**config.mk**
```make
export PLATFORM = sky130hd
export DESIGN_NAME = hit_column
export DESIGN_NICKNAME = d
export VERILOG_FILES = /design/src/rtl/hit_column.sv
export SDC_FILE = /design/constraint.sdc
export NUM_CORES = 1
export LEC_CHECK = 0
export ABC_AREA = 1
export BUFFER_PORTS_ARGS = -buffer_cell sky130_fd_sc_hd__buf_2
export CAP_MARGIN = 10
export CORE_MARGIN = 5
export CORE_UTILIZATION = 31
export CTS_BUF_LIST = sky130_fd_sc_hd__clkbuf_8
export DETAILED_ROUTE_END_ITERATION = 8
export PLACE_DENSITY_LB_ADDON = 0.08
export SYNTH_ARGS = -nofsm -noshare
export SYNTH_HDL_FRONTEND = slang
export SYNTH_SLANG_ARGS = --single-unit
export TNS_END_PERCENT = 20
```
**constraint.sdc**
```tcl
create_clock -name clk -period 3.8 [get_ports clk]
set_clock_uncertainty 0.1 [all_clocks]
set_input_delay 0.38 -clock clk [delete_from_list [all_inputs] [get_ports clk]]
set_output_delay 0.38 -clock clk [all_outputs]
set_load 0.005 [all_outputs]
```
**src/rtl/hit_column.sv**
```systemverilog
module hit_column #(
  parameter int N_CELLS = 40,
  parameter int TS_W    = 8,
  parameter int ADDR_W  = 8,
  localparam int IDX_W  = $clog2(N_CELLS),
  localparam int WORD_W = ADDR_W + TS_W
) (
  input  logic               clk,
  input  logic               rst,
  input  logic [N_CELLS-1:0] hit_in,
  input  logic [TS_W-1:0]    ts_in,
  input  logic               load,
  output logic               out_valid,
  output logic [WORD_W-1:0]  out_word
);

  logic [N_CELLS-1:0] sync_a, sync_b, sync_c, flag, rise;
  logic [TS_W-1:0]    ts_mem [N_CELLS];
  logic [IDX_W-1:0]   sel;

  assign rise      = sync_b & ~sync_c;
  assign out_valid = |flag;

  always_comb begin
    sel = '0;
    for (int i = N_CELLS - 1; i >= 0; i--)
      if (flag[i]) sel = IDX_W'(i);
  end

  assign out_word = out_valid ? {ADDR_W'(sel), ts_mem[sel]} : '0;

  always_ff @(posedge clk) begin
    if (rst) begin
      sync_a <= '0;
      sync_b <= '0;
      sync_c <= '0;
      flag   <= '0;
      for (int i = 0; i < N_CELLS; i++) ts_mem[i] <= '0;
    end else begin
      sync_a <= hit_in;
      sync_b <= sync_a;
      sync_c <= sync_b;
      for (int i = 0; i < N_CELLS; i++) begin
        if (load && out_valid && sel == IDX_W'(i))
          flag[i] <= 1'b0;
        else if (rise[i] && !flag[i]) begin
          flag[i]   <= 1'b1;
          ts_mem[i] <= ts_in;
        end
      end
    end
  end

  a_r1_reset_empty: assert property (@(posedge clk) rst |=> !out_valid);

  a_r3_lowest_wins: assert property (@(posedge clk) disable iff (rst)
    out_valid |-> (flag[sel] &&
      ((flag & ((N_CELLS'(1) << sel) - N_CELLS'(1))) == '0)));

  for (genvar g = 0; g < N_CELLS; g++) begin : g_chk
    a_r2_set_needs_edge: assert property (@(posedge clk) disable iff (rst)
      $rose(flag[g]) |-> $past(rise[g]));

    a_r5_clear_selected: assert property (@(posedge clk) disable iff (rst)
      (load && out_valid && sel == IDX_W'(g)) |=> !flag[g]);

    a_r6_hold_pending: assert property (@(posedge clk) disable iff (rst)
      (flag[g] && !(load && sel == IDX_W'(g))) |=> (flag[g] && $stable(ts_mem[g])));
  end

endmodule

```
==> out/metrics.yaml <==
global_routing:
  grt.total_usage_pct: 18.3
  overflow: 0
  first_global_vias: 16367
  grt_antenna_before_repair: 2
  grt_max_degree: 85
  grt_pass1_wl_um: 102000
placement:
  hpwlAfterDp_um: 46800
  place.port_buffers: 65
  place.gp.congestion: 0.816
  placement.setup.worst_slack_ps: -829
clock_network:
  htreeDepth: 3
  cts_tree: "yes"
  tritoncts_num_sinks: 480
  clockBufferDepth: 3
  numCtsBuffers: 88
  clkLatencyLatePin_ps: 670
  clk_pin_slew_ps: 60
  clk_root_buffer_cell: "clkbuf_8"
min_path:
  worst_hold_path_type: "input pin to register"
  hold-path-endpoint: "flag[39]"
  worstHoldPathCells: 4
  hold_path_startpoint: "load"
setup_path:
  r2r-end: "flag[21]"
  worst-endpoint-arrival_ps: 4500
  cpPeakStageDelay_ps: 320
  ff2ff_setup_slack_ps: 0
  worst-endpoint-required_ps: 3320
  critPathSlowestCell: "dfxtp_2"
  ff2ff_path_depth: 48
  critical_path_peak_fanout: 12
  path_class: "register to primary output"
  worstReg2RegStart: "flag[38]"
  worst_setup_path_end_kind: "primary output"
  setup.worst_path.start_class: "register"
  cp_common_cell: "nand2_1"
timing:
  post-route-min-period_ps: 4980
  rsz_0062_raised_after_global_routing: "yes"
  final_min_period_over_clock_period_pct: 131
  slew_headroom_pct: 31.7
  minimum_setup_slack_in_the_final_design_ps: -1180
  transition_time_at_the_pin_with_the_least_slew_margin_ps: 1020
  finalSetupTns_ps: -9870
  hold_violations: 0
  finalMaxSlewViolations: 0
  post_route_hold_slack_ps: 223
  timing.final.setup_violations: 9
  timing.fmax_mhz: 201
power:
  peakVddDrop_mv: 0.244
  p_sw_share_pct: 33.5
  combPwrFrac_pct: 29.7
  cellLeakagePower_nw: 11.5
  clockPowerShare_pct: 30.6
  power_switching_w: 0.00502
  internal_power_w: 0.00994
  power_frac_seq_pct: 39.7
  power.density_nw_per_um2: 577
finish:
  layout.cells.most_common_list: "nor2_1 (491), inv_1 (446), nand2_1 (370)"
  synthToLayoutAreaGrowth_pct: 23.5
  leading_cell_type_in_the_layout_fill_and_taps_excluded: "nor2_1"
  drive_above_1_share_pct: 15.9
  final_net_count: 2647
drt:
  drt-pass1-iter-count: 5
  routed_via_count: 16233
  drt-total-wl_um: 67600
  post_route_drc_violation_count: 0
  via_per_inst: 4.60
  routed_wire_length_per_instance_um: 19.1
  ant_nets: 0
  drt_first_iter_violations: 949
synth:
  synthCells: 2352
  ys_seq_elements: 480
  yosysSeqAreaShare_pct: 61.0
  ys_warn_count: 0
  number_of_flops_mapped_to_enable_cells_by_yosys: 320
  synthDistinctLibCells: 32
  syn-cell-area_um2: 21000
  synth_async_sr_flop_share_pct: 0
  post_synth.cell_area_avg_um2: 8.93
  synth_flop_cell: "edfxtp_1"
status:
  failing_checks: "setup timing"
  status: "complete, but fails checks"
floorplan:
  core_area_um2: 67200
  floorplan.rows: 95
  design.portCount: 68
  full_die_area_um2: 73100
  floorplan.initialDensity_pct: 31.3
  dieWidth_um: 270
  die-height_um: 270
job:
  max_cap_viol_count: 0
cells in the mapped netlist, types with 5 or more instances:
cell / instances / share of area, %
inv_1: 420 / 7.5
clkinv_1: 21 / 0.38
nand3b_1: 120 / 4.3
inv_2: 5 / 0.089
buf_1: 8 / 0.14
o221ai_1: 9 / 0.38
nand2_1: 398 / 7.1
clkbuf_1: 81 / 1.4
nand4_1: 63 / 1.9
a221oi_1: 17 / 0.71
nor2_1: 508 / 9.1
buf_2: 18 / 0.43
o31ai_1: 10 / 0.36
dfxtp_1: 160 / 15
nor3_1: 23 / 0.55
o211ai_1: 16 / 0.57
o21ai_1: 10 / 0.24
o21ai_0: 23 / 0.55
a21oi_1: 8 / 0.19
edfxtp_1: 320 / 46
nand3_1: 92 / 2.2
what timing repair did:
action | 4_1_cts | 5_1_grt
endpoints found under the hold margin | 58 | 0
hold buffers | 41 | 0
setup endpoints to repair | 28 | 45
pin swaps | 15 | 1
cloned | 1 | 1
setup buffers | 8 | 7
resized for setup | 57 | 51
how the worst max path moves through the flow:
stage	startpoint	end	slack, ps	cells after the start
6_report	flag[38]	out_word[1]	-1180	51
3_3_place_gp	flag[38]	out_word[7]	-950	51
3_5_place_dp	flag[38]	out_word[7]	-830	51
2_1_floorplan	flag[38]	out_word[5]	360	49
4_1_cts	flag[38]	out_word[4]	-1260	50
5_1_grt	flag[38]	out_word[1]	-1640	51
routing by layer:
metal  wire, um  global-route usage, %  part of all wire, %
met1      30800                   24.2                   46
met2      31300                   30.2                   46
met3       3320                   3.34                  4.9
met4       2150                   6.54                  3.2
met5          0                      0                    0
logic make-up after synthesis:
logic type             synth area share (%)
and+or+nand+nor                        25.5
buffers and inverters                  10.3
DFF                                    61.0
AOI/OAI and AO/OA                      3.15
other                                0.0179
layout make-up:
class,instances,area (um2)
clock inverters,54,264
fillers,6816,41200
well taps,873,1090
multi-input cells,1312,6360
flip-flops and latches,480,12800
clock buffers,97,1340
repair buffers,268,2400
diodes,1,2.50
inverters,446,1680
critical path: cells and delay by family, from the launching register on:
family        cells  cell delay (ps)
flops             1              320
buf+inv           5              620
simple gates     46             2910
stage by stage:
stage | util, % | std cells | area (um2) | power, W
global route | 38.6 | 3531 | 25900 | 0.0158
detailed placement | 34.7 | 3322 | 23300 | 0.0100
finish | 38.6 | 3531 | 25900 | 0.0150
floorplan | - | 2353 | 21000 | 0.00812
global placement | 34.7 | 3322 | 23300 | 0.0100
CTS | 38.1 | 3522 | 25600 | 0.0150
state kept, by name (all words and copies together) (netlist names):
register,flops
flag,40
sync_b,40
sync_a,40
sync_c,40
ts_mem,320
power by group through the flow:
stage	clock (W)	sequential (W)	combinational, W
global placement	0	0.00604	0.00400
detailed placement	0	0.00605	0.00400
finish	0.00458	0.00594	0.00444
global route	0.00499	0.00596	0.00484
CTS	0.00476	0.00594	0.00428
floorplan	0	0.00602	0.00211
Note: power is estimated with default switching activity, not from simulation.
